**config.mk**
```make
export PLATFORM = sky130hd
export DESIGN_NAME = seg_xlate
export DESIGN_NICKNAME = d
export VERILOG_FILES = /design/src/rtl/seg_xlate_pkg.sv /design/src/rtl/seg_entry_fetch.sv /design/src/rtl/seg_check.sv /design/src/rtl/seg_xlate.sv
export SDC_FILE = /design/constraint.sdc
export NUM_CORES = 1
export LEC_CHECK = 0
export BUFFER_PORTS_ARGS = -buffer_cell sky130_fd_sc_hd__buf_2
export CAP_MARGIN = 20
export CORE_UTILIZATION = 29
export DETAILED_ROUTE_END_ITERATION = 7
export PLACE_DENSITY = 0.5
export SLEW_MARGIN = 20
export SYNTH_ARGS = -nofsm -noshare
export SYNTH_HDL_FRONTEND = slang
export SYNTH_SLANG_ARGS = --single-unit
export TNS_END_PERCENT = 1
```
**constraint.sdc**
```tcl
create_clock -name clk -period 4.6 [get_ports clk]
set_input_delay 0.46 -clock clk [delete_from_list [all_inputs] [get_ports clk]]
set_output_delay 0.46 -clock clk [all_outputs]
set_load 0.01 [all_outputs]
```
**src/rtl/seg_xlate_pkg.sv**
```systemverilog
package seg_xlate_pkg;

    typedef enum logic [2:0] {
        FLT_NONE    = 3'd0,
        FLT_SEG     = 3'd1,
        FLT_INVALID = 3'd2,
        FLT_LENGTH  = 3'd3,
        FLT_PROT    = 3'd4
    } fault_e;

    typedef enum logic [1:0] {
        ACC_READ  = 2'd0,
        ACC_WRITE = 2'd1,
        ACC_EXEC  = 2'd2,
        ACC_RSVD  = 2'd3
    } acc_e;

    typedef enum logic [2:0] {
        ST_IDLE,
        ST_RD_BASE,
        ST_WT_BASE,
        ST_RD_LEN,
        ST_WT_LEN,
        ST_RESP
    } fetch_st_e;

    localparam int VALID_BIT = 0;
    localparam int PERM_R_BIT = 1;
    localparam int PERM_W_BIT = 2;
    localparam int PERM_X_BIT = 3;
    localparam int LEN_LSB = 4;

endpackage

```
**src/rtl/seg_entry_fetch.sv**
```systemverilog
module seg_entry_fetch
    import seg_xlate_pkg::*;
#(
    parameter int ADDR_W = 32,
    parameter int SEG_W  = 8,
    parameter int OFF_W  = 16
) (
    input  logic              clk,
    input  logic              rst_n,
    input  logic [ADDR_W-1:0] tbl_base_i,
    input  logic [SEG_W:0]    tbl_len_i,
    input  logic              req_valid,
    output logic              req_ready,
    input  logic [SEG_W-1:0]  req_seg,
    input  logic [OFF_W-1:0]  req_off,
    input  logic [1:0]        req_acc,
    output logic              mem_req,
    output logic [ADDR_W-1:0] mem_addr,
    input  logic              mem_rvalid,
    input  logic [ADDR_W-1:0] mem_rdata,
    output logic              done,
    output logic              bound_err,
    output logic [ADDR_W-1:0] base_word,
    output logic [ADDR_W-1:0] len_word,
    output logic [OFF_W-1:0]  off,
    output logic [1:0]        acc
);

    localparam int ENTRY_SHIFT = 3;
    localparam logic [ADDR_W-1:0] LEN_WORD_OFS = ADDR_W'(4);

    typedef struct packed {
        fetch_st_e         st;
        logic [SEG_W-1:0]  seg;
        logic [OFF_W-1:0]  off;
        logic [1:0]        acc;
        logic [ADDR_W-1:0] tbl;
        logic              bound;
        logic [ADDR_W-1:0] base;
        logic [ADDR_W-1:0] len;
    } fetch_t;

    fetch_t f_d, f_q;
    logic [ADDR_W-1:0] entry_addr;

    always_comb begin
        f_d = f_q;
        entry_addr = f_q.tbl + (ADDR_W'(f_q.seg) << ENTRY_SHIFT);
        case (f_q.st)
            ST_IDLE: begin
                if (req_valid) begin
                    f_d.seg = req_seg;
                    f_d.off = req_off;
                    f_d.acc = req_acc;
                    f_d.tbl = tbl_base_i;
                    if ({1'b0, req_seg} >= tbl_len_i) begin
                        f_d.bound = 1'b1;
                        f_d.st    = ST_RESP;
                    end else begin
                        f_d.bound = 1'b0;
                        f_d.st    = ST_RD_BASE;
                    end
                end
            end
            ST_RD_BASE: f_d.st = ST_WT_BASE;
            ST_WT_BASE: begin
                if (mem_rvalid) begin
                    f_d.base = mem_rdata;
                    f_d.st   = ST_RD_LEN;
                end
            end
            ST_RD_LEN: f_d.st = ST_WT_LEN;
            ST_WT_LEN: begin
                if (mem_rvalid) begin
                    f_d.len = mem_rdata;
                    f_d.st  = ST_RESP;
                end
            end
            ST_RESP: f_d.st = ST_IDLE;
            default: f_d.st = ST_IDLE;
        endcase
    end

    always_ff @(posedge clk or negedge rst_n) begin
        if (!rst_n) begin
            f_q <= '{st: ST_IDLE, default: '0};
        end else begin
            f_q <= f_d;
        end
    end

    assign req_ready = (f_q.st == ST_IDLE);
    assign mem_req   = (f_q.st == ST_RD_BASE) || (f_q.st == ST_RD_LEN);
    assign mem_addr  = (f_q.st == ST_RD_LEN) ? entry_addr + LEN_WORD_OFS : entry_addr;
    assign done      = (f_q.st == ST_RESP);
    assign bound_err = f_q.bound;
    assign base_word = f_q.base;
    assign len_word  = f_q.len;
    assign off       = f_q.off;
    assign acc       = f_q.acc;

    // each read is a single-cycle pulse
    assert_read_pulse_R2: assert property (@(posedge clk) disable iff (!rst_n)
        mem_req |=> !mem_req);

    // after acceptance the unit is busy
    assert_busy_after_accept_R9: assert property (@(posedge clk) disable iff (!rst_n)
        (req_valid && req_ready) |=> !req_ready);

endmodule

```
**src/rtl/seg_check.sv**
```systemverilog
module seg_check
    import seg_xlate_pkg::*;
#(
    parameter int ADDR_W = 32,
    parameter int OFF_W  = 16
) (
    input  logic              bound_err,
    input  logic [ADDR_W-1:0] base_word,
    input  logic [ADDR_W-1:0] len_word,
    input  logic [OFF_W-1:0]  off,
    input  logic [1:0]        acc,
    output logic [2:0]        fault,
    output logic [ADDR_W-1:0] paddr
);

    logic [ADDR_W-1:0] off_ext;
    logic [ADDR_W-1:0] seg_len;
    logic              perm_ok;
    fault_e            flt;

    always_comb begin
        off_ext = ADDR_W'(off);
        seg_len = len_word >> LEN_LSB;
        case (acc_e'(acc))
            ACC_READ:  perm_ok = len_word[PERM_R_BIT];
            ACC_WRITE: perm_ok = len_word[PERM_W_BIT];
            ACC_EXEC:  perm_ok = len_word[PERM_X_BIT];
            default:   perm_ok = 1'b0;
        endcase
        if (bound_err)                  flt = FLT_SEG;
        else if (!len_word[VALID_BIT])  flt = FLT_INVALID;
        else if (off_ext >= seg_len)    flt = FLT_LENGTH;
        else if (!perm_ok)              flt = FLT_PROT;
        else                            flt = FLT_NONE;
        fault = flt;
        paddr = base_word + off_ext;
    end

endmodule

```
**src/rtl/seg_xlate.sv**
```systemverilog
module seg_xlate
    import seg_xlate_pkg::*;
#(
    parameter int ADDR_W = 32,
    parameter int SEG_W  = 8,
    parameter int OFF_W  = 16
) (
    input  logic              clk,
    input  logic              rst_n,
    input  logic [ADDR_W-1:0] tbl_base_i,
    input  logic [SEG_W:0]    tbl_len_i,
    input  logic              req_valid,
    output logic              req_ready,
    input  logic [SEG_W-1:0]  req_seg,
    input  logic [OFF_W-1:0]  req_off,
    input  logic [1:0]        req_acc,
    output logic              mem_req,
    output logic [ADDR_W-1:0] mem_addr,
    input  logic              mem_rvalid,
    input  logic [ADDR_W-1:0] mem_rdata,
    output logic              rsp_valid,
    output logic [ADDR_W-1:0] rsp_paddr,
    output logic [2:0]        rsp_fault
);

    logic              bound_err;
    logic [ADDR_W-1:0] base_word;
    logic [ADDR_W-1:0] len_word;
    logic [OFF_W-1:0]  off;
    logic [1:0]        acc;

    seg_entry_fetch #(.ADDR_W(ADDR_W), .SEG_W(SEG_W), .OFF_W(OFF_W)) u_fetch (
        .clk        (clk),
        .rst_n      (rst_n),
        .tbl_base_i (tbl_base_i),
        .tbl_len_i  (tbl_len_i),
        .req_valid  (req_valid),
        .req_ready  (req_ready),
        .req_seg    (req_seg),
        .req_off    (req_off),
        .req_acc    (req_acc),
        .mem_req    (mem_req),
        .mem_addr   (mem_addr),
        .mem_rvalid (mem_rvalid),
        .mem_rdata  (mem_rdata),
        .done       (rsp_valid),
        .bound_err  (bound_err),
        .base_word  (base_word),
        .len_word   (len_word),
        .off        (off),
        .acc        (acc)
    );

    seg_check #(.ADDR_W(ADDR_W), .OFF_W(OFF_W)) u_check (
        .bound_err (bound_err),
        .base_word (base_word),
        .len_word  (len_word),
        .off       (off),
        .acc       (acc),
        .fault     (rsp_fault),
        .paddr     (rsp_paddr)
    );

    // Read pulses counted since the last acceptance, for the checks below
    logic [1:0] rd_cnt_d, rd_cnt_q;

    always_comb begin
        rd_cnt_d = rd_cnt_q;
        if (req_valid && req_ready) rd_cnt_d = '0;
        else if (mem_req && rd_cnt_q != 2'd3) rd_cnt_d = rd_cnt_q + 2'd1;
    end

    always_ff @(posedge clk or negedge rst_n) begin
        if (!rst_n) rd_cnt_q <= '0;
        else        rd_cnt_q <= rd_cnt_d;
    end

    assert_no_read_on_range_fault_R3: assert property (@(posedge clk) disable iff (!rst_n)
        (rsp_valid && rsp_fault == FLT_SEG) |-> rd_cnt_q == 2'd0);

    assert_two_reads_R2: assert property (@(posedge clk) disable iff (!rst_n)
        (rsp_valid && rsp_fault != FLT_SEG) |-> rd_cnt_q == 2'd2);

    assert_single_cycle_rsp_R9: assert property (@(posedge clk) disable iff (!rst_n)
        rsp_valid |=> !rsp_valid);

    assert_fault_code_legal_R7: assert property (@(posedge clk) disable iff (!rst_n)
        rsp_valid |-> rsp_fault <= 3'd4);

endmodule

```
==> summary.md, run 1 <==
The tools report the register-to-register path setup slack as 2.52 ns. In this run switching power makes up 44.48% of total power. The die covers 28130 sq um. The synthesized cell area is 7965 sq um. The critical path goes through ha_1, fa_1, a211oi_4, o21ai_2, and3_4, or3_4, nor4_4, nand4b_1, a21oi_1, xor2_1, buf_2.

TritonCTS buffer count: 17. For this design the static power due to leakage is 4.397 nW. The run gives 5 as the detailed-routing iteration count for the pre-antenna-repair pass. Die extent in y: 167.7 um. After detailed routing, the total wire length is 21280 um.

The combinational share of power came out at 57.9%. Setup violations remaining at the end of the flow were counted as 0. The tools report the top-level I/O count as 173. For this run, the total global-route usage over all layers was measured as 15.44%.

In this run the remaining antenna-violating nets after routing total 0. After the last flow step, the layout net total stands at 1110. The average footprint of a synthesized cell came out at 10.17 sq um. The worst setup path is of the register to output pin kind.

The smallest clock period supported by the final layout is computed as 4.377 ns. Master cell of the clock root buffer: clkbuf_16. Leading cell type in the layout, fill and taps excluded: buf_2.

In the routed design, unresolved DRC markers number 0. The number of enable-type register cells in the synthesized netlist was 0; the pin count of the biggest net entering global routing was 92. In the final timing run, aggregate negative setup slack is 0 ns.

After synthesis the netlist holds a flip-flop and latch count of 126. The total number of placement rows is 60. The floorplan step set the die width to 167.7 um. Capture point of the worst reg-to-reg path: u_fetch.f_q[125]. The gate count of the mapped netlist was 783. For this run, the number of Yosys warnings is 0.

After global routing the overflow that remains totals 0. In the global route stage, met1 resource usage came out at 19.63%. In the final routed layout, each cell accounts on average for 16.22 um. The type of the worst min-delay path was primary input to async pin. Measured against its own limit, the worst slew margin works out to 40.69%. The origin of the critical flop-to-flop path is u_fetch.f_q[124]. For this design the total switching power over the nets is 0.003733 W. Summing all placed instances gives a cell area of 9231 sq um.

The share of cells above drive strength 1 was 34.47%; the via count of the routed design was 6352. By area the synthesized netlist is led by dfrtp_1 (40%), mux2_2 (14%), ha_1 (7.7%). At the later pin of the worst-skew pair, clock insertion delay measures 0.42 ns. For the worst setup path, the data required time is 4.14 ns.

The maximum fanout count along the critical path came out at 8. The global routing stage identified its most utilized layer as met2. Routability-driven placement finished with a final weighted congestion of 0.8692. The clock edge transition at the registers on the reported setup and hold paths was 0.07 ns; the peak supply drop was 0.3286 mV. The area growth from synthesis to final layout is 23.45%, and the initial antenna violation count is 7. The total of max-cap violations was 0; the layout filler cell count was 2779. For this configuration, the core starts out at a cell density of 29.55%.

The path depth of the worst reg2reg path was 5. The synthesized design devotes to its leading area cell type 39.59% of total area. Global routing consumed, on the met3 layer, 5.412% of the routing resources. Maximum clock frequency: 228.5 MHz.

The cell area after layout was 9833 sq um. Cell internal power was estimated by the tool at 0.004659 W. The register area share after synthesis came out at 39.59%.

For this design, the sink count on the clock tree is 126. STA classifies the critical path endpoint as an output pin. The dominant synthesized flop cell is dfrtp_1. For the net count after synthesis, the log shows 937.

The slowest stage of the critical path belongs to the cell fa_1. The H-tree generated during clock tree synthesis spans 4 levels. Sequential cells burn 26.1% of the power. TritonCTS built the clock tree. The fraction of synthesis flops using an asynchronous set or reset pin is 100.0%. Dividing total power by cell area gives a power density of 853.4 nW/um^2.

The standard cell core area was 26950 sq um. The global-route wire length before repair was 33910 um. The run gives 0 as the final hold violation count. Cell type with the largest total area after synthesis: dfrtp_1. Setup repair after global routing left no endpoint under its margin. The final clock period utilization by the worst path was 95.14%.

The worst setup path is launched from a register. The clock passes through at most 2 buffers. In this run, post-CTS hold repair placed 0 buffers.

The run finished with clean final reports. The area of the multi-input gates was 4563 sq um. Data arrives at the worst endpoint at 3.92 ns.

The run gives 16230 um as the estimated wirelength of the detail-placed design. Registers take 3153 sq um. Dividing the detail-routed via count by the number of cells gives 4.841.

On the final layout, the worst hold slack is 0.1212 ns. The tools report the share of power burned in the clock network as 16.0%. The number of different library cells used by synthesis comes to 59.

The number of DRC markers in iteration 0 is 448, and the transition time at the pin with the least slew margin is 0.8897 ns. Number of global-route vias before repair: 6318. The final number of max-transition violations was 0; the biggest cell delay along the critical path was 0.45 ns. For met2 alone, demand over resource in global routing was 25.24%.

The tools report the core utilization of the finished layout as 36.49%. In the layout the commonest cells are buf_2 (171), dfrtp_1 (126), mux2_2 (99). The count of buffers inserted at the top-level ports was 172.

Clock skew on the completed layout was measured at 0.009915 ns.
## synthesized netlist by cell type (all sizes together), types with 8 or more instances
master / n
nor2: 45
inv: 39
nor3: 16
nand2: 63
nor4: 10
a211oi: 8
nand4: 10
clkbuf: 24
a21o: 10
ha: 49
o211ai: 9
dfrtp: 126
xnor2: 51
a21oi: 31
o21ai: 52
nor2b: 8
mux2: 99
nand3: 16
xor2: 22
and3: 14
## flip-flops by register name, summed over array words and instances (netlist names)
signal and cells:
u_fetch.acc 2, u_fetch.base_word 32, u_fetch.bound_err 1, u_fetch.f_q 43
u_fetch.len_word 32, u_fetch.off 16
## worst max-delay path, delay by kind of cell, from the launching register on
kind	cells	cell delay [ns]
fa+ha+maj	2	0.69
buf+inv	1	0.15
xor+xnor	1	0.16
flops	1	0.38
compound gates	3	0.81
simple gates	4	1.31
## logic make-up (layout without fill, tap and decap cells)
kind of cell	after synthesis	after routing	share of synthesized area, %
XOR/XNOR	73	73	8.027
multiplexers	102	102	14.37
AO/OA/AOI/OAI	150	150	12.54
buffers and inverters	69	255	3.440
adder cells (fa/ha/maj)	51	51	8.200
other	0	2	0
flip-flops	126	126	39.59
AND/OR/NAND/NOR	212	212	13.84
## per-stage QoR
stage	cells	setup slack [ns]	total power [W]
after floorplan	783	1.024	0.005512
after global placement	1276	0.6904	0.007051
after detailed placement	1276	0.6805	0.007081
after CTS	1308	0.2128	0.008479
after global routing	1310	0.006577	0.009101
final	1312	0.2233	0.008391
## layer usage
metal	wire length [um]	vias to the layer above
met1	9789	3025
met5	54	-
li1	-	3141
met4	145	8
met2	9927	157
met3	1366	21
## power groups by stage
stage | Combinational, W | Sequential, W | Clock, W
6_report | 0.00486 | 0.00219 | 0.00134
5_1_grt | 0.00539 | 0.00228 | 0.00143
4_1_cts | 0.00490 | 0.00220 | 0.00138
3_5_place_dp | 0.00486 | 0.00222 | 0
3_3_place_gp | 0.00484 | 0.00221 | 0
2_1_floorplan | 0.00354 | 0.00198 | 0
## area by class of cell
| type | count | area share [%] |
|---|---|---|
| Antenna cell | 2 | 0.05090 |
| Clock buffer | 19 | 4.606 |
| Clock inverter | 13 | 1.311 |
| Inverter | 39 | 1.489 |
| Multi-Input combinational cell | 588 | 46.41 |
| Sequential cell | 126 | 32.07 |
| Tap cell | 341 | 4.339 |
| Timing Repair Buffer | 184 | 9.734 |
## how the worst max path moves through the flow
stage | start | end | slack, ns | cells past startpoint
4_1_cts | u_fetch.f_q[68] | mem_addr[30] | 0.21 | 11
2_1_floorplan | u_fetch.f_q[68] | mem_addr[31] | 1.02 | 10
3_3_place_gp | u_fetch.f_q[68] | mem_addr[30] | 0.69 | 11
6_report | u_fetch.f_q[68] | mem_addr[24] | 0.22 | 11
3_5_place_dp | u_fetch.f_q[68] | mem_addr[30] | 0.68 | 11
5_1_grt | u_fetch.f_q[68] | mem_addr[30] | 0.007 | 11
## repair_timing
item | in CTS | in global routing
resized for setup | 0 | 0
endpoints found under the setup margin | 0 | 1
endpoints found under the hold margin | 0 | 0
setup buffers | 0 | 2
(Power assumes the default switching activity.)
==> run 2, diff against run 1 <==
--- a/config.mk
+++ b/config.mk
@@ -9,6 +9,7 @@
 export CAP_MARGIN = 20
 export CORE_UTILIZATION = 29
 export DETAILED_ROUTE_END_ITERATION = 7
+export GPL_TIMING_DRIVEN = 0
 export PLACE_DENSITY = 0.5
 export SLEW_MARGIN = 20
 export SYNTH_ARGS = -nofsm -noshare
==> summary.md, run 2 (synthesis gave the netlist of run 1 again) <==
For the total of max-cap violations, the log shows 0 (unchanged). The tools report the total number of H-tree levels as 4 (unchanged). For the clock skew after layout, the log shows 0.01197 ns (+0.002058 ns). The final number of max-transition violations came out at 0 (unchanged). The run gives 0.003772 W (+1.0%) as the reported net switching power.

TritonCTS built the clock tree. The standard cell core area came out at 26950 sq um (unchanged). The overall overflow remaining after global route came out at 0 (unchanged).

The tools report the final hold violation count as 0 (unchanged). The via count normalized by instance count is 4.852 (+0.22%), and the number of cells on the worst hold path is 3. The cell-internal power came out at 0.004681 W (+0.48%). The routed length per placed instance was 16.41 um (+1.1%); the share of power burned in the clock network was 16.3% (+0.3 points). The tools report the count of nets left with antenna violations after detail routing as 0 (unchanged). The cell sitting at the root of the clock tree is a clkbuf_16. Required time reported for the critical path endpoint: 4.14 ns (about the same). The run gives 35550 um (+4.8%) as the global-route wire length before repair. The tools report the global placer's final weighted congestion as 0.8499 (-2.2%). The run finished with clean final reports.

The logs give 9953 sq um (+1.2%) for the cell area after layout and 17050 um (+5.1%) for the estimated wirelength of the detail-placed design. The final clock period utilization by the worst path came out at 97.01% (+1.9 points). Count of buffers inserted at the top-level ports: 172 (unchanged). For the setup-violating endpoint count in the final report, the log shows 0 (unchanged).

The transition time at the pin with the least slew margin was 0.9238 ns (+0.03413 ns); the die extent in x was 167.7 um (unchanged). For the detailed-routing iteration count for the pre-antenna-repair pass, the log shows 4 (-1). The max-slew headroom at the worst pin was 37.94% (-2.7 points).

The initial antenna violation count is 9 (+2). Maximum clock frequency: 224.1 MHz (-1.9%). The total length of routed wires was 21970 um (+3.2%).

The area enclosed by the die boundary came out at 28130 sq um (unchanged). The total number of placement rows was 60 (unchanged). Number of global-route vias before repair: 6580 (+4.1%).

The pin count of the biggest net entering global routing was 92 (unchanged). The area growth from synthesis to final layout was 24.96%. The run gives 372 (-17%) as the number of DRC markers in iteration 0. The clock edge transition at the registers on the reported setup and hold paths works out to 0.06 ns (about the same). Die extent in y: 167.7 um (unchanged).

The logs give 16.28% (+0.83 points) for the global-route usage over all layers and 4.432 nW (+0.79%) for the leakage component of the power. The switching part of the total is 44.62% (+0.14 points). The number of buffers on the longest clock path was 2 (unchanged); the data arrival time of the critical path was 4.00 ns (+0.08 ns).

The number of flip-flops in the largest register was 43 (unchanged); the sequential group share of total power was 24.8% (-1.3 points). The critical path is of the register to output pin type. The tools report the starting utilization of the core area as 29.55% (unchanged).

The post-layout net count is 1134 (+2.2%). The share of cells above drive strength 1 works out to 33.53% (-0.93 points). More flip-flops sit in one register than any other, and that register is u_fetch.f_q. Maximum fanout count along the critical path: 8 (unchanged).

The path depth of the worst reg2reg path was 6 (+1). The tools report the top-level I/O count as 173 (unchanged). The ratio of total power to cell area is 849.2 nW/um^2 (-0.49%), and the DRC violations left is 0 (unchanged).

For the total cell area at the placement stage, the log shows 9295 sq um (+0.69%). In the layout the commonest cells are buf_2 (174), dfrtp_1 (126), mux2_2 (99). In this run the worst hold path is classified as primary input to register. The leading cell type in the layout, fill and taps excluded was buf_2. The setup total negative slack was 0 ns (unchanged). Setup repair after global routing could not meet its margin everywhere. The number of sinks handled by clock tree synthesis came out at 126 (unchanged). The minimum clock period works out to 4.463 ns (+0.08600 ns). Kind of capture point of the worst setup path: an output pin. The combinational share of power was 58.9% (+1.0 points). The later-pin clock latency in the skew report came out at 0.42 ns (about the same). The via count of the routed design is 6497 (+2.3%). The run gives 0.2821 mV (-14%) as the peak supply drop. Launching element type of the critical path: a register. The tools report the TritonCTS buffer count as 17 (unchanged).
-- run 2: final cells by class --
cell class | count | area (sq um)
Buffer | 30 | 127.6
Antenna cell | 5 | 12.51
Inverter | 39 | 146.4
Fill cell | 2745 | 17000
Tap cell | 341 | 426.7
Clock inverter | 14 | 158.9
Sequential cell | 126 | 3153
Timing Repair Buffer | 178 | 938.4
Clock buffer | 18 | 429.2
Multi-Input combinational cell | 588 | 4561
-- run 2: metrics by stage --
stage	utilization, %	setup WS (ns)	hold WS (ns)	power, W	instances
after floorplan	-	1.024	0.1644	0.005512	783
after global placement	34.33	0.5165	0.4909	0.007038	1296
after detailed placement	34.49	0.4939	0.3542	0.007095	1297
after CTS	36.71	0.03198	0.2380	0.008526	1330
after global routing	36.89	-0.06951	0.2431	0.009193	1335
final	36.93	0.1373	0.2545	0.008453	1339
-- run 2: timing repair --
item                                    in CTS  in global routing
resized for setup                            0                  3
buffers inserted                             0                  4
endpoints found under the setup margin       0                 10
endpoints found under the hold margin       35                  0
hold buffers                                 1                  0
-- run 2: worst paths after layout --
| check | from | to | slack, ns |
|---|---|---|---|
| max | u_fetch.f_q[68] | mem_addr[31] | 0.14 |
| min | req_acc[1] | u_fetch.acc[1] | 0.25 |
| max reg2reg | u_fetch.f_q[124] | u_fetch.f_q[77] | 1.95 |
| min reg2reg | u_fetch.len_word[3] | u_fetch.len_word[3] | 0.51 |
| max in group asynchronous | rst_n | u_fetch.f_q[88] | 3.36 |
| min in group asynchronous | rst_n | u_fetch.base_word[26] | 0.49 |
-- run 2: worst max-delay path: stages, from the launching register on --
cell       delay [ns]
dfrtp_1          0.37
ha_1             0.25
fa_1             0.46
a211oi_4         0.37
o21ai_2          0.18
and3_4           0.22
or3_4            0.39
nor4_4           0.45
nand4b_4         0.21
a2111oi_4        0.36
xnor2_1          0.16
buf_2            0.15
-- run 2: metal layers --
metal | GRT usage (%) | part of all wire [%] | vias to the layer above
met5 | 0 | 0.23 | -
met4 | 3.470 | 1.2 | 8
met3 | 5.318 | 6.2 | 26
met2 | 26.52 | 47 | 145
met1 | 20.92 | 46 | 3111
li1 | - | - | 3207
-- run 2: power groups by stage --
stage	Combinational (W)	Sequential [W]	Clock (W)
final	0.00498	0.00210	0.00138
after global routing	0.00554	0.00219	0.00146
after CTS	0.00500	0.00211	0.00141
after detailed placement	0.00497	0.00212	0
after global placement	0.00492	0.00211	0
after floorplan	0.00354	0.00198	0
